==> config.mk <==
export PLATFORM = sky130hd
export DESIGN_NAME = rx_dest_filter
export DESIGN_NICKNAME = d
export VERILOG_FILES = /design/src/rtl/rxf_pkg.sv /design/src/rtl/rxf_collect.sv /design/src/rtl/rxf_classify.sv /design/src/rtl/rxf_verdict.sv /design/src/rtl/rx_dest_filter.sv
export SDC_FILE = /design/constraint.sdc
export NUM_CORES = 1
export LEC_CHECK = 0
export ABC_AREA = 1
export ABC_CLOCK_PERIOD_IN_PS = 3000
export BUFFER_PORTS_ARGS = -buffer_cell sky130_fd_sc_hd__buf_2
export CAP_MARGIN = 20
export CORE_AREA = 2 2 117 119
export DETAILED_ROUTE_END_ITERATION = 8
export DIE_AREA = 0 0 119 121
export PLACE_DENSITY = 0.72
export SYNTH_ARGS = -nofsm -noshare
export SYNTH_HDL_FRONTEND = slang
export SYNTH_HIERARCHICAL = 1
export SYNTH_SLANG_ARGS = --single-unit
==> constraint.sdc <==
create_clock -name clk -period 3 [get_ports clk]
set_input_delay 0.6 -clock clk [delete_from_list [all_inputs] [get_ports clk]]
set_output_delay 0.6 -clock clk [all_outputs]
set_load 0.005 [all_outputs]
==> src/rtl/rxf_pkg.sv <==
package rxf_pkg;

  localparam logic [31:0] RXF_CRC_POLY = 32'h04C11DB7;
  localparam logic [31:0] RXF_CRC_SEED = 32'hFFFF_FFFF;

  // Why a frame was accepted, listed from highest to lowest priority.
  typedef enum logic [2:0] {
    WHY_NONE,
    WHY_PROMISC,
    WHY_BCAST,
    WHY_ALL_GROUP,
    WHY_HASH_BIN,
    WHY_STATION
  } rxf_why_e;

  typedef struct packed {
    logic promisc;
    logic all_mcast;
    logic hash_mcast;
  } rxf_mode_t;

  // Advances the CRC register by one byte, taking the byte's bits
  // least significant first.
  function automatic logic [31:0] rxf_crc_byte(input logic [31:0] cur,
                                               input logic [7:0]  data);
    logic [31:0] r;
    logic        fb;
    r = cur;
    for (int b = 0; b < 8; b++) begin
      fb = r[31] ^ data[b];
      r  = {r[30:0], 1'b0};
      if (fb) r = r ^ RXF_CRC_POLY;
    end
    return r;
  endfunction

endpackage

==> src/rtl/rxf_collect.sv <==
module rxf_collect #(
  parameter int ADDR_BYTES = 6
) (
  input  logic                    clk,
  input  logic                    rst_n,
  input  logic                    frm_start,
  input  logic                    byte_vld,
  input  logic [7:0]              byte_in,
  output logic [ADDR_BYTES*8-1:0] addr_now,
  output logic [31:0]             crc_now,
  output logic                    last_take
);
  import rxf_pkg::*;

  localparam int ADDR_W = ADDR_BYTES * 8;
  localparam int CNT_W  = $clog2(ADDR_BYTES + 1);
  localparam logic [CNT_W-1:0] CNT_FULL = CNT_W'(ADDR_BYTES);
  localparam logic [CNT_W-1:0] CNT_LAST = CNT_W'(ADDR_BYTES - 1);

  logic [CNT_W-1:0]  cnt_q, cnt_base, cnt_d;
  logic [ADDR_W-1:0] addr_q, addr_base;
  logic [31:0]       crc_q, crc_base;
  logic              take;

  // A frame start discards whatever has been collected so far.
  always_comb begin
    cnt_base  = frm_start ? '0 : cnt_q;
    addr_base = frm_start ? '0 : addr_q;
    crc_base  = frm_start ? RXF_CRC_SEED : crc_q;
  end

  assign take      = byte_vld && (cnt_base < CNT_FULL);
  assign last_take = take && (cnt_base == CNT_LAST);

  always_comb begin
    cnt_d    = cnt_base;
    addr_now = addr_base;
    crc_now  = crc_base;
    if (take) begin
      cnt_d    = cnt_base + 1'b1;
      addr_now = {addr_base[ADDR_W-9:0], byte_in};
      crc_now  = rxf_crc_byte(crc_base, byte_in);
    end
  end

  always_ff @(posedge clk or negedge rst_n) begin
    if (!rst_n) begin
      cnt_q  <= CNT_FULL;
      addr_q <= '0;
      crc_q  <= RXF_CRC_SEED;
    end else begin
      cnt_q  <= cnt_d;
      addr_q <= addr_now;
      crc_q  <= crc_now;
    end
  end

endmodule

==> src/rtl/rxf_classify.sv <==
module rxf_classify #(
  parameter int ADDR_BYTES = 6,
  parameter int HASH_BITS  = 6
) (
  input  logic [ADDR_BYTES*8-1:0]    addr,
  input  logic [31:0]                crc,
  input  logic [ADDR_BYTES*8-1:0]    station,
  input  logic [(1<<HASH_BITS)-1:0]  bin_mask,
  input  rxf_pkg::rxf_mode_t         mode,
  output logic                       is_group,
  output logic                       is_bcast,
  output logic                       station_hit,
  output logic [HASH_BITS-1:0]       bin_idx,
  output logic                       bin_hit,
  output logic                       keep
);
  import rxf_pkg::*;

  localparam int ADDR_W = ADDR_BYTES * 8;

  rxf_why_e why;

  // Bit 0 of the first wire byte marks a group address.
  assign is_group    = addr[ADDR_W-8];
  assign is_bcast    = &addr;
  assign station_hit = (addr == station);
  assign bin_idx     = crc[31 -: HASH_BITS];
  assign bin_hit     = bin_mask[bin_idx];

  always_comb begin
    why = WHY_NONE;
    if (mode.promisc)                       why = WHY_PROMISC;
    else if (is_bcast)                      why = WHY_BCAST;
    else if (is_group && mode.all_mcast)    why = WHY_ALL_GROUP;
    else if (is_group && mode.hash_mcast && bin_hit)
                                            why = WHY_HASH_BIN;
    else if (!is_group && station_hit)      why = WHY_STATION;
  end

  assign keep = (why != WHY_NONE);

endmodule

==> src/rtl/rxf_verdict.sv <==
module rxf_verdict (
  input  logic clk,
  input  logic rst_n,
  input  logic fire,
  input  logic keep,
  output logic vld_q,
  output logic acc_q
);
  always_ff @(posedge clk or negedge rst_n) begin
    if (!rst_n) begin
      vld_q <= 1'b0;
      acc_q <= 1'b0;
    end else begin
      vld_q <= fire;
      acc_q <= fire & keep;
    end
  end
endmodule

==> src/rtl/rx_dest_filter.sv <==
module rx_dest_filter #(
  parameter int ADDR_BYTES = 6,
  parameter int HASH_BITS  = 6
) (
  input  logic                          clk,
  input  logic                          rst_n,
  input  logic                          frm_start,
  input  logic                          addr_byte_vld,
  input  logic [7:0]                    addr_byte,
  input  logic [ADDR_BYTES*8-1:0]       cfg_station,
  input  logic [(1<<HASH_BITS)-1:0]     cfg_bin_mask,
  input  logic                          cfg_promisc,
  input  logic                          cfg_all_mcast,
  input  logic                          cfg_hash_mcast,
  output logic                          verdict_vld,
  output logic                          verdict_accept
);
  import rxf_pkg::*;

  localparam int ADDR_W = ADDR_BYTES * 8;

  logic [ADDR_W-1:0]    addr_now;
  logic [31:0]          crc_now;
  logic                 last_take;
  logic                 is_group, is_bcast, station_hit, bin_hit, keep;
  logic [HASH_BITS-1:0] bin_idx;
  rxf_mode_t            mode;

  assign mode = '{promisc: cfg_promisc, all_mcast: cfg_all_mcast,
                  hash_mcast: cfg_hash_mcast};

  rxf_collect #(.ADDR_BYTES(ADDR_BYTES)) u_collect (
    .clk       (clk),
    .rst_n     (rst_n),
    .frm_start (frm_start),
    .byte_vld  (addr_byte_vld),
    .byte_in   (addr_byte),
    .addr_now  (addr_now),
    .crc_now   (crc_now),
    .last_take (last_take)
  );

  rxf_classify #(.ADDR_BYTES(ADDR_BYTES), .HASH_BITS(HASH_BITS)) u_classify (
    .addr        (addr_now),
    .crc         (crc_now),
    .station     (cfg_station),
    .bin_mask    (cfg_bin_mask),
    .mode        (mode),
    .is_group    (is_group),
    .is_bcast    (is_bcast),
    .station_hit (station_hit),
    .bin_idx     (bin_idx),
    .bin_hit     (bin_hit),
    .keep        (keep)
  );

  rxf_verdict u_verdict (
    .clk   (clk),
    .rst_n (rst_n),
    .fire  (last_take),
    .keep  (keep),
    .vld_q (verdict_vld),
    .acc_q (verdict_accept)
  );

endmodule

# Word level (Yosys, flattened, before mapping)
# Index checks and enable logic that the tools add are counted.
# totals
regBits,85
mem_bits_rw,0
input_bits,127
elab_cells,64
latch_bits,0
n_memories,0
romBits,0
out_inout_bits,2
# op_classes
reduce_logical,9
order_cmp,2
n_mux,28
multipliers,0
bitwise,17
n_addsub,1
div,0
n_shift,0
n_eq_ne,2
# ops
cell,count
$mux W32,9
$mux W27,8
$not A14 Y14,8
$mux W48,2
$eq A48 B48 Y1,1
$reduce_and A48 Y1,1
$mux W3,7
$xor A1 B1 Y1,8
$lt A6 B7 Y1 const B,1
$bmux W1 S6,1
$logic_and A1 B1 Y1,6
$add A3 B1 Y3 const B,1
$eq A3 B3 Y1 const B,1
$lt A3 B3 Y1 const B,1
$reduce_bool A3 Y1,1
$and A1 B1 Y1,1
$logic_not A1 Y1,1
$mux W1,1

# Depth between registers and ports, before layout
# Gate-level depths: netlist of the first run.
# logic_depth
ltp_word,34
mapped_depth,26
mapped_depth_nobuf,23

# Hierarchy
# The synthesis of the first run kept the hierarchy.
# by_module_without_submodules
module,seq_area_each_um2,instances,area_each_um2,cells_per_inst
rxf_collect,2119.5,1,4753.3,638
rxf_classify,0.0,1,1605.3,296
rxf_verdict,50.0,1,57.6,4

# Worst setup path after synthesis of the first run
# OpenSTA, ideal clock, no wires.
# synth_path
path_type,input to register
start,input frm_start
end,register u_verdict.acc_q
t_arrival_ns,2.618
setup_slack_ns,0.269
stages,24
required_ns,2.887
path_cell_list,buf_6 -> nor2_1 -> nand2_1 -> nand2_2 -> nand2_1 -> nand2_4 -> xor2_1 -> nand3_1 -> o211ai_1 -> buf_6 -> inv_8 -> buf_12 -> nand2_2 -> nand3_1 -> nand3_1 -> nand2_1 -> nand2_1 -> nand3_1 -> nand3_2 -> nand2_2 -> nand2_1 -> nand2_1 -> nand2_1 -> inv_1
# synth_via
elab_chain_cells,29
# synth_rtl
element,line_no,source
"start, declared",rx_dest_filter.sv:7,"input logic frm_start,"
$mux W32,rxf_collect.sv:29,crc_base = frm_start ? RXF_CRC_SEED : crc_q;
$mux W27,rxf_pkg.sv:32,if (fb) r = r ^ RXF_CRC_POLY;
$mux W32,rxf_collect.sv:39,if (take) begin
$mux W27,rxf_pkg.sv:32,
$mux W32,rxf_collect.sv:39,
$mux W27,rxf_pkg.sv:32,
$mux W32,rxf_collect.sv:39,
$not A14 Y14 (no source line),--,
(+12 left out),--,
net crc_now[26],rx_dest_filter.sv:23,logic [31:0] crc_now;
(+2 left out),--,
net bin_hit,rx_dest_filter.sv:25,"logic is_group, is_bcast, station_hit, bin_hit, keep;"
$logic_and A1 B1 Y1 (*),rxf_classify.sv:35,else if (is_group && mode.hash_mcast && bin_hit)
$mux W3 (*),rxf_classify.sv:35,
$mux W3 (*),rxf_classify.sv:34,else if (is_group && mode.all_mcast) why = WHY_ALL_GROUP;
$mux W3 (*),rxf_classify.sv:33,else if (is_bcast) why = WHY_BCAST;
$mux W3 (*),rxf_classify.sv:32,if (mode.promisc) why = WHY_PROMISC;
$reduce_bool A3 Y1 (*),rxf_classify.sv:40,assign keep = (why != WHY_NONE);
net keep,rx_dest_filter.sv:25,
$and A1 B1 Y1 (*),rxf_verdict.sv:15,acc_q <= fire & keep;
"end signal, assigned",rxf_verdict.sv:15,
"end, declared",rxf_verdict.sv:7,output logic acc_q
# Mark *: on every way through the listed nets, which the timed path passes. The rest lies on a longest branch. The select of a mux whose other input is x is not followed.

# Worst setup path in the final report of the first run
# Same ends and word-level chain as after synthesis.

==> flow_summary.html, run 1 <==
<table>
<tr><th>Metric</th><th>Value</th></tr>
<tr><th colspan="2">Logic synthesis</th></tr>
<tr><td>Netlist area before placement</td><td>6360 µm²</td></tr>
<tr><td>Average size of a mapped cell</td><td>6.84 µm²</td></tr>
<tr><td>Number of warning messages in the yosys log</td><td>6</td></tr>
<tr><td>Gate count after technology mapping</td><td>929</td></tr>
<tr><td>Net count after synthesis</td><td>1058</td></tr>
<tr><th colspan="2">Clocking</th></tr>
<tr><td>Setup fix buffers added after clock tree synthesis</td><td>0</td></tr>
<tr><td>CTS tree</td><td>done</td></tr>
<tr><td>Clock buffer depth</td><td>2</td></tr>
<tr><td>Clock insertion delay at the later pin of the skew report</td><td>0.36 ns</td></tr>
<tr><td>Inserted Clock Buffers</td><td>9</td></tr>
<tr><td>Number of hold buffers added after CTS</td><td>0</td></tr>
<tr><td>Clock slew seen by the registers of the worst setup and hold paths</td><td>0.07 ns</td></tr>
<tr><td>Sink Count</td><td>85</td></tr>
<tr><td>Clock Tree Root</td><td>sky130_fd_sc_hd__clkbuf_16</td></tr>
<tr><td>H-Tree Depth</td><td>3</td></tr>
<tr><th colspan="2">Layout</th></tr>
<tr><td>Post-synthesis to final-layout area growth</td><td>25.1%</td></tr>
<tr><td>Footprint of the flip-flops and latches</td><td>2170 µm²</td></tr>
<tr><td>Antenna Cells</td><td>0</td></tr>
<tr><td>Share of layout cells above drive strength 1</td><td>29.2%</td></tr>
<tr><td>Combined area of the multi-input logic cells</td><td>3660 µm²</td></tr>
<tr><td>Final Net Count</td><td>1233</td></tr>
<tr><td>Count of filler cells inserted in the layout</td><td>1249</td></tr>
<tr><th colspan="2">Timing</th></tr>
<tr><td>Final Hold Violating Endpoints</td><td>0</td></tr>
<tr><td>Unrepaired setup endpoints after global routing</td><td>no</td></tr>
<tr><td>Relative slew slack</td><td>57.8%</td></tr>
<tr><td>Number of endpoints failing setup at the final stage</td><td>0</td></tr>
<tr><td>Setup total negative slack</td><td>0 ns</td></tr>
<tr><td>Ratio of final minimum period to clock period</td><td>91.1%</td></tr>
<tr><td>Min Tclk post-route</td><td>2.73 ns</td></tr>
<tr><td>Worst clock skew on the final layout</td><td>0.00936 ns</td></tr>
<tr><td>Number of pins with negative max-slew slack in the final report</td><td>0</td></tr>
<tr><td>Tightest Pin Transition</td><td>0.626 ns</td></tr>
<tr><td>Top achievable clock speed</td><td>366 MHz</td></tr>
<tr><th colspan="2">Status</th></tr>
<tr><td>Run status</td><td>complete, no violations</td></tr>
<tr><th colspan="2">GRT</th></tr>
<tr><td>First-pass GRT wire length</td><td>28300 µm</td></tr>
<tr><td>Routing layer with the top usage in global route</td><td>met2</td></tr>
<tr><td>Overall overflow remaining after global route</td><td>0</td></tr>
<tr><td>GR met3 Demand/Resource</td><td>5.50%</td></tr>
<tr><td>GRT met1 Usage</td><td>34.2%</td></tr>
<tr><td>Initial antenna violation count</td><td>0</td></tr>
<tr><td>Met2 usage in global routing</td><td>39.9%</td></tr>
<tr><td>All-layer global routing usage</td><td>24.8%</td></tr>
<tr><td>Via count of the first global-routing pass</td><td>5825</td></tr>
<tr><td>Largest net degree at the start of global routing</td><td>49</td></tr>
<tr><th colspan="2">Floorplan</th></tr>
<tr><td>Y dimension of the die</td><td>121 µm</td></tr>
<tr><td>Die Area</td><td>14400 µm²</td></tr>
<tr><td>Die Width</td><td>119 µm</td></tr>
<tr><td>Boundary pin count</td><td>129</td></tr>
<tr><td>Cell Rows</td><td>42</td></tr>
<tr><td>Effective utilization at floorplan</td><td>48.6%</td></tr>
<tr><td>Core region area</td><td>13100 µm²</td></tr>
<tr><th colspan="2">Routing</th></tr>
<tr><td>Antenna-violating nets left</td><td>0</td></tr>
<tr><td>Number of remaining DRC errors</td><td>0</td></tr>
<tr><td>Number of detailed-routing iterations run before antenna repair</td><td>4</td></tr>
<tr><td>Initial detailed-routing violation count</td><td>452</td></tr>
<tr><td>Wire per inst</td><td>13.5 µm</td></tr>
<tr><td>Final wirelength</td><td>17300 µm</td></tr>
<tr><td>DR vias</td><td>6380</td></tr>
<tr><td>Routed vias/inst</td><td>4.97</td></tr>
<tr><th colspan="2">Power and ir drop</th></tr>
<tr><td>Static Leak</td><td>4.08 nW</td></tr>
<tr><td>Net switching share of the total power</td><td>36.4%</td></tr>
<tr><td>Max IR drop VDD</td><td>0.000432 V</td></tr>
<tr><td>Logic gate share of total power</td><td>38.7%</td></tr>
<tr><td>Pwr Density</td><td>519 nW/µm²</td></tr>
<tr><td>Clock power frac</td><td>27.8%</td></tr>
<tr><td>Total Power</td><td>0.00413 W</td></tr>
<tr><td>Net switching component of the power</td><td>0.00150 W</td></tr>
<tr><td>Cell-internal power</td><td>0.00263 W</td></tr>
<tr><td>Sequential share of power</td><td>33.5%</td></tr>
<tr><th colspan="2">Worst setup path</th></tr>
<tr><td>Maximum fanout encountered on the critical timing path</td><td>11</td></tr>
<tr><td>Cell family with the largest share of critical-path delay</td><td>simple AND/OR/NAND/NOR gates</td></tr>
<tr><td>Required time worst endpoint</td><td>3.30 ns</td></tr>
<tr><td>Buffers &amp; Inverters on Critical Path</td><td>7</td></tr>
<tr><td>Kind of start point of the critical path</td><td>input port</td></tr>
<tr><td>Worst setup EP type</td><td>flop</td></tr>
<tr><td>Classification of the worst setup path</td><td>in2reg</td></tr>
<tr><td>Crit path largest cell delay</td><td>0.23 ns</td></tr>
<tr><td>Critical-path top delay cell</td><td>sky130_fd_sc_hd__buf_6</td></tr>
<tr><td>Crit-path most repeated cell</td><td>sky130_fd_sc_hd__nand2_1</td></tr>
<tr><td>Data arrival at the endpoint of the critical path</td><td>3.04 ns</td></tr>
<tr><th colspan="2">Placed design</th></tr>
<tr><td># port buffers</td><td>128</td></tr>
<tr><td>Half-perimeter wire length after placement</td><td>13300 µm</td></tr>
<tr><td>Placer congestion estimate</td><td>0.891</td></tr>
<tr><th colspan="2">Worst hold path</th></tr>
<tr><td>Hold Crit Class</td><td>in2async</td></tr>
<tr><th colspan="2">Job</th></tr>
<tr><td>Maximum Capacitance Violations</td><td>0</td></tr>
</table>
## what timing repair did
| item | 4_1_cts | 5_1_grt |
|---|---|---|
| hold endpoints to repair | 0 | 0 |
| gates resized for setup | 0 | 17 |
| setup endpoints to repair | 0 | 1 |
## flip-flops by register name (all words and copies together), names as in the netlist
name / flops
u_verdict/acc_q: 1
u_verdict/vld_q: 1
u_collect/crc_q: 32
u_collect/cnt_q: 3
u_collect/addr_q: 48
## through the flow
step | hold slack, ns | cells | area [µm²] | util, % | setup slack, ns
detailed placement | 0.539 | 1267 | 7570 | 57.9 | -0.150
finish | 0.240 | 1284 | 7950 | 60.8 | 0.266
CTS | 0.246 | 1282 | 7870 | 60.1 | 0.195
floorplan | 0.304 | 929 | 6360 | - | 0.305
global placement | 0.522 | 1267 | 7570 | 57.9 | -0.152
global route | 0.265 | 1284 | 7950 | 60.8 | 0.0182
## final cells by class
type                            count  share of cell area [%]
Sequential cell                    85                    27.3
Clock buffer                        9                    2.83
Timing Repair Buffer              203                    16.5
Clock inverter                      6                   0.913
Multi-Input combinational cell    735                    46.1
Tap cell                          176                    2.77
Inverter                           70                    3.60
## metal layers
layer,vias to the layer above,share of wire (%)
li1,3279,-
met1,2909,46
met3,16,6.0
met5,-,0
met4,0,1.3
met2,176,47
## path summary, 6_finish.rpt
kind | startpoint | endpoint | slack, ns | cells after the start
max | frm_start | u_verdict/acc_q$_DFF_PN0_ | 0.27 | 25
min | rst_n | u_collect/addr_q[2]$_DFF_PN0_ | 0.24 | 1
max reg2reg | u_collect/crc_q[28]$_DFF_PN1_ | u_verdict/acc_q$_DFF_PN0_ | 0.32 | 23
min reg2reg | u_collect/cnt_q[2]$_DFF_PN1_ | u_collect/cnt_q[2]$_DFF_PN1_ | 0.55 | 2
max in group asynchronous | rst_n | u_collect/crc_q[21]$_DFF_PN1_ | 2.09 | 2
min in group clk | u_collect/cnt_q[2]$_DFF_PN1_ | u_collect/cnt_q[2]$_DFF_PN1_ | 0.55 | 2
## placed cells by master, fill, tap and decap left out, types with 2 or more instances in the layout
cell type,instances
sky130_fd_sc_hd__nand2_4,12
sky130_fd_sc_hd__nand2_2,34
sky130_fd_sc_hd__nor2_4,3
sky130_fd_sc_hd__inv_2,4
sky130_fd_sc_hd__nand3_2,3
sky130_fd_sc_hd__inv_1,62
sky130_fd_sc_hd__o21ai_1,10
sky130_fd_sc_hd__or2_2,6
sky130_fd_sc_hd__inv_4,3
sky130_fd_sc_hd__nor3_1,4
sky130_fd_sc_hd__ha_1,2
sky130_fd_sc_hd__clkinv_4,2
sky130_fd_sc_hd__inv_6,2
sky130_fd_sc_hd__nand3_1,90
sky130_fd_sc_hd__xor2_1,23
sky130_fd_sc_hd__nand2_1,343
sky130_fd_sc_hd__dfstp_2,34
sky130_fd_sc_hd__buf_6,4
sky130_fd_sc_hd__nor2_1,58
sky130_fd_sc_hd__buf_2,127
sky130_fd_sc_hd__nand4_1,12
sky130_fd_sc_hd__buf_4,65
sky130_fd_sc_hd__buf_12,6
sky130_fd_sc_hd__nor2_2,5
sky130_fd_sc_hd__xnor2_1,51
sky130_fd_sc_hd__dfrtp_1,51
sky130_fd_sc_hd__clkbuf_16,10
sky130_fd_sc_hd__o21ai_0,72
## power by group through the flow
| stage | Clock (W) | Combinational, W | Sequential (W) |
|---|---|---|---|
| detailed placement | 0 | 0.00153 | 0.00140 |
| finish | 0.00115 | 0.00160 | 0.00138 |
| global placement | 0 | 0.00152 | 0.00139 |
| floorplan | 0 | 0.00111 | 0.00139 |
| CTS | 0.00117 | 0.00154 | 0.00138 |
| global route | 0.00121 | 0.00179 | 0.00139 |
(Power assumes the default switching activity.)
==> run 2, diff against run 1 <==
ABC_CLOCK_PERIOD_IN_PS = unset   (was 3000)
GPL_TIMING_DRIVEN = 0   (was unset)
==> flow_summary.html, run 2 (same netlist as run 1, synthesis figures left out) <==
<table>
<tr><th>Metric</th><th>Value</th></tr>
<tr><th colspan="2">Status</th></tr>
<tr><td>Run status</td><td>complete, no violations</td></tr>
<tr><th colspan="2">Clocking</th></tr>
<tr><td>Inserted Clock Buffers</td><td>9</td></tr>
<tr><td>Number of hold buffers added after CTS</td><td>0</td></tr>
<tr><td>H-Tree Depth</td><td>3</td></tr>
<tr><td>CTS tree</td><td>done</td></tr>
<tr><td>Clock Tree Root</td><td>sky130_fd_sc_hd__clkbuf_16</td></tr>
<tr><td>Clock buffer depth</td><td>2</td></tr>
<tr><td>Sink Count</td><td>85</td></tr>
<tr><td>Clock insertion delay at the later pin of the skew report</td><td>0.35 ns</td></tr>
<tr><td>Clock slew seen by the registers of the worst setup and hold paths</td><td>0.06 ns</td></tr>
<tr><th colspan="2">Floorplan</th></tr>
<tr><td>Effective utilization at floorplan</td><td>48.6%</td></tr>
<tr><td>Die Width</td><td>119 µm</td></tr>
<tr><td>Die Area</td><td>14400 µm²</td></tr>
<tr><td>Core region area</td><td>13100 µm²</td></tr>
<tr><td>Y dimension of the die</td><td>121 µm</td></tr>
<tr><td>Boundary pin count</td><td>129</td></tr>
<tr><td>Cell Rows</td><td>42</td></tr>
<tr><th colspan="2">Layout</th></tr>
<tr><td>Commonest non-fill, non-tap cell in the layout</td><td>sky130_fd_sc_hd__nand2_1</td></tr>
<tr><td>Combined area of the multi-input logic cells</td><td>3730 µm²</td></tr>
<tr><td>Top flop regs</td><td>u_collect/addr_q: 48 flops, u_collect/crc_q: 32 flops, u_collect/cnt_q: 3 flops</td></tr>
<tr><td>Share of layout cells above drive strength 1</td><td>28.4%</td></tr>
<tr><td>Final Net Count</td><td>1214</td></tr>
<tr><td>Post-synthesis to final-layout area growth</td><td>23.3%</td></tr>
<tr><td>Footprint of the flip-flops and latches</td><td>2170 µm²</td></tr>
<tr><td>Antenna Cells</td><td>0</td></tr>
<tr><td>Top library cells by usage in the layout, fill and taps aside</td><td>sky130_fd_sc_hd__nand2_1, sky130_fd_sc_hd__buf_2, sky130_fd_sc_hd__nand3_1</td></tr>
<tr><td>Non-filler instance count after layout</td><td>1266</td></tr>
<tr><td>Summed area of non-filler cells in the final layout</td><td>7840 µm²</td></tr>
<tr><td>Number of flip-flops in the largest register</td><td>48</td></tr>
<tr><td>Count of filler cells inserted in the layout</td><td>1265</td></tr>
<tr><td>Most flops, register</td><td>u_collect/addr_q</td></tr>
<tr><th colspan="2">Power and ir drop</th></tr>
<tr><td>Clock power frac</td><td>29.2%</td></tr>
<tr><td>Max IR drop VDD</td><td>0.000290 V</td></tr>
<tr><td>Pwr Density</td><td>541 nW/µm²</td></tr>
<tr><td>Sequential share of power</td><td>32.6%</td></tr>
<tr><td>Cell-internal power</td><td>0.00273 W</td></tr>
<tr><td>Static Leak</td><td>3.97 nW</td></tr>
<tr><td>Logic gate share of total power</td><td>38.2%</td></tr>
<tr><td>Net switching share of the total power</td><td>35.6%</td></tr>
<tr><td>Total Power</td><td>0.00424 W</td></tr>
<tr><td>Net switching component of the power</td><td>0.00151 W</td></tr>
<tr><th colspan="2">Worst setup path</th></tr>
<tr><td>Kind of start point of the critical path</td><td>input port</td></tr>
<tr><td>Maximum fanout encountered on the critical timing path</td><td>10</td></tr>
<tr><td>Required time worst endpoint</td><td>3.29 ns</td></tr>
<tr><td>Worst setup EP type</td><td>flop</td></tr>
<tr><td>Data arrival at the endpoint of the critical path</td><td>3.13 ns</td></tr>
<tr><td>Classification of the worst setup path</td><td>in2reg</td></tr>
<tr><th colspan="2">Job</th></tr>
<tr><td>Maximum Capacitance Violations</td><td>0</td></tr>
<tr><th colspan="2">Timing</th></tr>
<tr><td>Worst clock skew on the final layout</td><td>0.00513 ns</td></tr>
<tr><td>Number of pins with negative max-slew slack in the final report</td><td>0</td></tr>
<tr><td>Worst hold margin</td><td>0.209 ns</td></tr>
<tr><td>Min Tclk post-route</td><td>2.83 ns</td></tr>
<tr><td>Final Hold Violating Endpoints</td><td>0</td></tr>
<tr><td>Number of endpoints failing setup at the final stage</td><td>0</td></tr>
<tr><td>Tightest Pin Transition</td><td>0.638 ns</td></tr>
<tr><td>Relative slew slack</td><td>57.0%</td></tr>
<tr><td>Top achievable clock speed</td><td>353 MHz</td></tr>
<tr><td>Ratio of final minimum period to clock period</td><td>94.4%</td></tr>
<tr><th colspan="2">GRT</th></tr>
<tr><td>Met2 usage in global routing</td><td>43.2%</td></tr>
<tr><td>Routing layer with the top usage in global route</td><td>met2</td></tr>
<tr><td>GRT met1 Usage</td><td>35.5%</td></tr>
<tr><td>Initial antenna violation count</td><td>0</td></tr>
<tr><td>Largest net degree at the start of global routing</td><td>53</td></tr>
<tr><td>First-pass GRT wire length</td><td>30000 µm</td></tr>
<tr><td>GR met3 Demand/Resource</td><td>5.03%</td></tr>
<tr><td>All-layer global routing usage</td><td>26.4%</td></tr>
<tr><td>Via count of the first global-routing pass</td><td>6034</td></tr>
<tr><td>Overall overflow remaining after global route</td><td>0</td></tr>
<tr><th colspan="2">Routing</th></tr>
<tr><td>Number of remaining DRC errors</td><td>0</td></tr>
<tr><td>Initial detailed-routing violation count</td><td>479</td></tr>
<tr><td>Routed vias/inst</td><td>5.06</td></tr>
<tr><td>Final wirelength</td><td>18200 µm</td></tr>
<tr><td>Antenna-violating nets left</td><td>0</td></tr>
<tr><td>Wire per inst</td><td>14.4 µm</td></tr>
<tr><td>Number of detailed-routing iterations run before antenna repair</td><td>5</td></tr>
<tr><td>DR vias</td><td>6406</td></tr>
<tr><th colspan="2">Worst hold path</th></tr>
<tr><td>Hold Crit Class</td><td>in2async</td></tr>
<tr><th colspan="2">Placed design</th></tr>
<tr><td># port buffers</td><td>128</td></tr>
<tr><td>Cell Area, Placed</td><td>7250 µm²</td></tr>
<tr><td>Placer congestion estimate</td><td>0.914</td></tr>
<tr><td>Cell total after placement</td><td>1234</td></tr>
<tr><td>Half-perimeter wire length after placement</td><td>13700 µm</td></tr>
</table>
## run 2: per-layer routing
| layer | vias up | share of wire, % | wire length, µm |
|---|---|---|---|
| met3 | 32 | 5.8 | 1060 |
| li1 | 3243 | - | - |
| met5 | - | 0 | 0 |
| met1 | 2922 | 45 | 8180 |
| met4 | 0 | 2.2 | 402 |
| met2 | 209 | 47 | 8550 |
## run 2: critical path, stage by stage
cell                       delay, ns
sky130_fd_sc_hd__clkbuf_4       0.16
sky130_fd_sc_hd__inv_6          0.10
sky130_fd_sc_hd__buf_12         0.15
sky130_fd_sc_hd__clkbuf_1       0.38
sky130_fd_sc_hd__nand2_1        0.14
sky130_fd_sc_hd__o21ai_0        0.48
sky130_fd_sc_hd__xnor2_1        0.19
sky130_fd_sc_hd__nand2_1        0.07
sky130_fd_sc_hd__nor2_1         0.12
sky130_fd_sc_hd__nand2_1        0.07
sky130_fd_sc_hd__nor2_2         0.17
sky130_fd_sc_hd__nand3_1        0.11
sky130_fd_sc_hd__nor2_1         0.10
sky130_fd_sc_hd__nor2_1         0.04
sky130_fd_sc_hd__nand2_1        0.11
sky130_fd_sc_hd__nand2_1        0.06
sky130_fd_sc_hd__inv_1          0.05
## run 2: through the flow
step	setup TNS (ns)	setup WS, ns	utilization [%]
finish	0	0.167	59.9
global route	-0.0142	-0.0142	59.9
CTS	0	0.0111	58.2
floorplan	0	0.305	-
detailed placement	-0.487	-0.487	55.4
global placement	-0.479	-0.479	55.2
## run 2: area by class of cell
cell class,count,area share (%)
well taps,176,2.81
clock buffers,10,3.05
clock inverters,6,1.17
plain buffers,38,3.94
repair buffers,146,10.3
multi-input cells,735,47.5
flip-flops and latches,85,27.7
inverters,70,3.54
## run 2: final timing paths
check | start | cells after the start | end | slack [ns]
worst min-delay path | rst_n | 1 | u_collect/addr_q[41]$_DFF_PN0_ | 0.21
worst max-delay path | frm_start | 17 | u_verdict/acc_q$_DFF_PN0_ | 0.17
worst max register to register | u_collect/cnt_q[1]$_DFF_PN1_ | 23 | u_verdict/acc_q$_DFF_PN0_ | 0.20
max in group asynchronous | rst_n | 2 | u_collect/crc_q[24]$_DFF_PN1_ | 2.14
min in group clk | u_collect/cnt_q[2]$_DFF_PN1_ | 2 | u_collect/cnt_q[2]$_DFF_PN1_ | 0.53
worst min register to register | u_collect/cnt_q[2]$_DFF_PN1_ | 2 | u_collect/cnt_q[2]$_DFF_PN1_ | 0.53
## run 2: power by group through the flow
| stage | Clock, W | Combinational (W) | Sequential, W |
|---|---|---|---|
| 3_3_place_gp | 0 | 0.00147 | 0.00139 |
| 5_1_grt | 0.00131 | 0.00181 | 0.00139 |
| 3_5_place_dp | 0 | 0.00150 | 0.00140 |
| 2_1_floorplan | 0 | 0.00111 | 0.00139 |
| 4_1_cts | 0.00126 | 0.00152 | 0.00138 |
| 6_report | 0.00124 | 0.00162 | 0.00138 |
## run 2: timing repair
action | in CTS | in global routing
pin swaps | 1 | 8
buffers inserted | 1 | 16
endpoints found under the setup margin | 1 | 1
resized for setup | 8 | 64
==> run 3, diff against run 2 <==
CORE_AREA = 2 2 114 116   (was 2 2 117 119)
DIE_AREA = 0 0 116 118   (was 0 0 119 121)
PLACE_DENSITY = 0.73   (was 0.72)
SYNTH_HIERARCHICAL = unset   (was 1)
==> flow_summary.html, run 3 <==
<table>
<tr><th>Metric</th><th>Value</th></tr>
<tr><th colspan="2">Power and ir drop</th></tr>
<tr><td>Static Leak</td><td>3.71 nW</td></tr>
<tr><td>Max IR drop VDD</td><td>0.000304 V</td></tr>
<tr><td>Pwr Density</td><td>605 nW/µm²</td></tr>
<tr><th colspan="2">Routing</th></tr>
<tr><td>Wire per inst</td><td>15.6 µm</td></tr>
<tr><td>Antenna-violating nets left</td><td>0</td></tr>
<tr><td>Number of remaining DRC errors</td><td>0</td></tr>
<tr><td>Number of detailed-routing iterations run before antenna repair</td><td>5</td></tr>
<tr><td>Final wirelength</td><td>17900 µm</td></tr>
<tr><td>DR vias</td><td>6090</td></tr>
<tr><td>Initial detailed-routing violation count</td><td>464</td></tr>
<tr><td>Routed vias/inst</td><td>5.33</td></tr>
<tr><th colspan="2">Placed design</th></tr>
<tr><td># port buffers</td><td>128</td></tr>
<tr><td>Half-perimeter wire length after placement</td><td>13700 µm</td></tr>
<tr><td>Placer congestion estimate</td><td>0.904</td></tr>
<tr><th colspan="2">Worst setup path</th></tr>
<tr><td>Required time worst endpoint</td><td>3.28 ns</td></tr>
<tr><td>Crit-path most repeated cell</td><td>sky130_fd_sc_hd__buf_2</td></tr>
<tr><td>Crit path largest cell delay</td><td>0.45 ns</td></tr>
<tr><td>Kind of start point of the critical path</td><td>input port</td></tr>
<tr><td>Worst setup EP type</td><td>flop</td></tr>
<tr><td>Critical-path top delay cell</td><td>sky130_fd_sc_hd__nor4_1</td></tr>
<tr><td>Classification of the worst setup path</td><td>in2reg</td></tr>
<tr><td>Maximum fanout encountered on the critical timing path</td><td>10</td></tr>
<tr><td>Data arrival at the endpoint of the critical path</td><td>3.12 ns</td></tr>
<tr><td>Critical-path cell list</td><td>buf_2, buf_6, inv_6, buf_2, buf_2, nand2_1, nand2_1, o21ai_0, inv_1, nand4_1, nor4_1, nand3_1, nand3b_1, a21oi_1, a21oi_2</td></tr>
<tr><td>Buffers &amp; Inverters on Critical Path</td><td>6</td></tr>
<tr><td>Cell family with the largest share of critical-path delay</td><td>buffers and inverters</td></tr>
<tr><th colspan="2">Clocking</th></tr>
<tr><td>Number of hold buffers added after CTS</td><td>0</td></tr>
<tr><td>Clock Tree Root</td><td>sky130_fd_sc_hd__clkbuf_16</td></tr>
<tr><td>H-Tree Depth</td><td>3</td></tr>
<tr><td>Sink Count</td><td>85</td></tr>
<tr><td>Clock buffer depth</td><td>2</td></tr>
<tr><td>Inserted Clock Buffers</td><td>9</td></tr>
<tr><td>Clock insertion delay at the later pin of the skew report</td><td>0.36 ns</td></tr>
<tr><td>CTS tree</td><td>done</td></tr>
<tr><td>Clock slew seen by the registers of the worst setup and hold paths</td><td>0.07 ns</td></tr>
<tr><th colspan="2">Floorplan</th></tr>
<tr><td>Cell Rows</td><td>41</td></tr>
<tr><td>Die Area</td><td>13700 µm²</td></tr>
<tr><td>Die Width</td><td>116 µm</td></tr>
<tr><td>Boundary pin count</td><td>129</td></tr>
<tr><td>Core region area</td><td>12400 µm²</td></tr>
<tr><td>Effective utilization at floorplan</td><td>49.4%</td></tr>
<tr><td>Y dimension of the die</td><td>118 µm</td></tr>
<tr><th colspan="2">Timing</th></tr>
<tr><td>Relative slew slack</td><td>62.4%</td></tr>
<tr><td>Worst hold margin</td><td>0.150 ns</td></tr>
<tr><td>Top achievable clock speed</td><td>352 MHz</td></tr>
<tr><td>Unrepaired setup endpoints after global routing</td><td>no</td></tr>
<tr><td>Ratio of final minimum period to clock period</td><td>94.6%</td></tr>
<tr><td>Tightest Pin Transition</td><td>0.564 ns</td></tr>
<tr><td>Setup total negative slack</td><td>0 ns</td></tr>
<tr><td>Worst clock skew on the final layout</td><td>0.0109 ns</td></tr>
<tr><td>Min Tclk post-route</td><td>2.84 ns</td></tr>
<tr><td>Number of pins with negative max-slew slack in the final report</td><td>0</td></tr>
<tr><td>Number of endpoints failing setup at the final stage</td><td>0</td></tr>
<tr><td>Final Hold Violating Endpoints</td><td>0</td></tr>
<tr><th colspan="2">Logic synthesis</th></tr>
<tr><td>Flip-flop and latch count after synthesis</td><td>85</td></tr>
<tr><td>Gate count after technology mapping</td><td>826</td></tr>
<tr><td>Number of flops mapped to enable cells by yosys</td><td>0</td></tr>
<tr><td>Sequential element share of the synthesized area</td><td>35.4%</td></tr>
<tr><td>Top cells by area in the synthesized netlist</td><td>sky130_fd_sc_hd__dfrtp_1, sky130_fd_sc_hd__dfstp_2, sky130_fd_sc_hd__nand2_1, sky130_fd_sc_hd__nand3_1, sky130_fd_sc_hd__xor2_1</td></tr>
<tr><td>Net count after synthesis</td><td>955</td></tr>
<tr><td>Average size of a mapped cell</td><td>7.42 µm²</td></tr>
<tr><td>Number of warning messages in the yosys log</td><td>0</td></tr>
<tr><td>Ys flop type</td><td>sky130_fd_sc_hd__dfrtp_1</td></tr>
<tr><td>Synth async-reset ratio</td><td>100%</td></tr>
<tr><td>Number of different library cells in the post-synthesis netlist</td><td>48</td></tr>
<tr><td>Cell type with the largest total area after synthesis</td><td>sky130_fd_sc_hd__dfrtp_1</td></tr>
<tr><td>Commonest cells post-synth</td><td>sky130_fd_sc_hd__nand2_1, sky130_fd_sc_hd__nand3_1, sky130_fd_sc_hd__inv_1, sky130_fd_sc_hd__o21ai_0, sky130_fd_sc_hd__xor2_1</td></tr>
<tr><td>Top-count cell post-synth</td><td>sky130_fd_sc_hd__nand2_1</td></tr>
<tr><td>Fraction of synthesized cell area taken by the top area cell type</td><td>20.8%</td></tr>
<tr><td>Netlist area before placement</td><td>6130 µm²</td></tr>
<tr><th colspan="2">GRT</th></tr>
<tr><td>All-layer global routing usage</td><td>26.9%</td></tr>
<tr><td>First-pass GRT wire length</td><td>29000 µm</td></tr>
<tr><td>Largest net degree at the start of global routing</td><td>61</td></tr>
<tr><td>Initial antenna violation count</td><td>0</td></tr>
<tr><td>Via count of the first global-routing pass</td><td>5952</td></tr>
<tr><td>Overall overflow remaining after global route</td><td>0</td></tr>
<tr><th colspan="2">Layout</th></tr>
<tr><td>Commonest non-fill, non-tap cell in the layout</td><td>sky130_fd_sc_hd__nand2_1</td></tr>
<tr><td>Most flops, register</td><td>u_collect.addr_q</td></tr>
<tr><td>Count of filler cells inserted in the layout</td><td>1208</td></tr>
<tr><td>Final Net Count</td><td>1095</td></tr>
<tr><td>Top flop regs</td><td>u_collect.addr_q: 48 flops, u_collect.crc_q: 32 flops, u_collect.cnt_q: 3 flops</td></tr>
<tr><td>Number of flip-flops in the largest register</td><td>48</td></tr>
<tr><td>Share of layout cells above drive strength 1</td><td>25.8%</td></tr>
<tr><td>Top library cells by usage in the layout, fill and taps aside</td><td>sky130_fd_sc_hd__nand2_1, sky130_fd_sc_hd__buf_2, sky130_fd_sc_hd__nand3_1</td></tr>
<tr><td>Antenna Cells</td><td>0</td></tr>
<tr><td>Post-synthesis to final-layout area growth</td><td>19.5%</td></tr>
<tr><th colspan="2">Worst hold path</th></tr>
<tr><td>Hold Crit Class</td><td>in2async</td></tr>
<tr><th colspan="2">Job</th></tr>
<tr><td>Maximum Capacitance Violations</td><td>0</td></tr>
<tr><th colspan="2">Status</th></tr>
<tr><td>Run status</td><td>complete, no violations</td></tr>
</table>
[run 3: routing by layer]
| metal | wire length, µm | track usage, % |
|---|---|---|
| met1 | 7920 | 37.7 |
| met2 | 8160 | 42.5 |
| met5 | 0 | 0 |
| met4 | 442 | 10.0 |
| met3 | 1340 | 3.40 |
[run 3: power by group]
group | switching, W | internal (W) | leakage, nW
clock network | 0.000480 | 0.000650 | 0.144
registers | 0.0000675 | 0.00144 | 1.04
logic | 0.00113 | 0.000673 | 2.53
total | 0.00168 | 0.00276 | 3.71
[run 3: path summary, 6_finish.rpt]
| check | startpoint | endpoint | slack [ns] | cells after the start |
|---|---|---|---|---|
| max reg2reg | u_collect.cnt_q[1]$_DFF_PN1_ | u_verdict.acc_q$_DFF_PN0_ | 0.22 | 13 |
| max | frm_start | u_verdict.acc_q$_DFF_PN0_ | 0.16 | 15 |
| min in group clk | u_collect.cnt_q[2]$_DFF_PN1_ | u_collect.cnt_q[2]$_DFF_PN1_ | 0.53 | 2 |
| min reg2reg | u_collect.cnt_q[2]$_DFF_PN1_ | u_collect.cnt_q[2]$_DFF_PN1_ | 0.53 | 2 |
| min | rst_n | u_collect.addr_q[15]$_DFF_PN0_ | 0.15 | 1 |
| max in group asynchronous | rst_n | u_collect.crc_q[7]$_DFF_PN1_ | 2.18 | 2 |
[run 3: cell type report]
class / instances / area, µm² / area share (%)
plain buffers: 38 / 241 / 3.30
clock buffers: 11 / 233 / 3.18
clock inverters: 5 / 61.3 / 0.837
inverters: 89 / 343 / 4.68
multi-input cells: 614 / 3390 / 46.3
flip-flops and latches: 85 / 2170 / 29.6
well taps: 172 / 215 / 2.94
repair buffers: 129 / 671 / 9.15
[run 3: per-stage QoR]
step | utilization, % | worst slack, ns | instances | instance area, µm² | power, W
after global placement | 56.3 | -0.280 | 1126 | 6990 | 0.00325
after detailed placement | 56.5 | -0.302 | 1127 | 7020 | 0.00329
after floorplan | - | 0.626 | 826 | 6130 | 0.00282
final | 59.0 | 0.163 | 1143 | 7330 | 0.00444
after CTS | 58.9 | 0.000184 | 1143 | 7310 | 0.00441
after global routing | 59.0 | 0.00386 | 1143 | 7330 | 0.00470
[run 3: kinds of logic (layout without fill, tap and decap cells)]
logic type / count (synthesis) / after routing / share of synthesized area [%]
AO/OA/AOI/OAI: 107 / 107 / 10.3
XOR/XNOR: 78 / 78 / 11.8
adder cells (fa/ha/maj): 2 / 2 / 0.408
buffers and inverters: 127 / 272 / 9.49
flip-flops: 85 / 85 / 35.4
AND/OR/NAND/NOR: 427 / 427 / 32.6
[run 3: repair_timing]
item / CTS / global route
setup buffers: 0 / 0
resized for setup: 0 / 7
setup endpoints to repair: 0 / 1
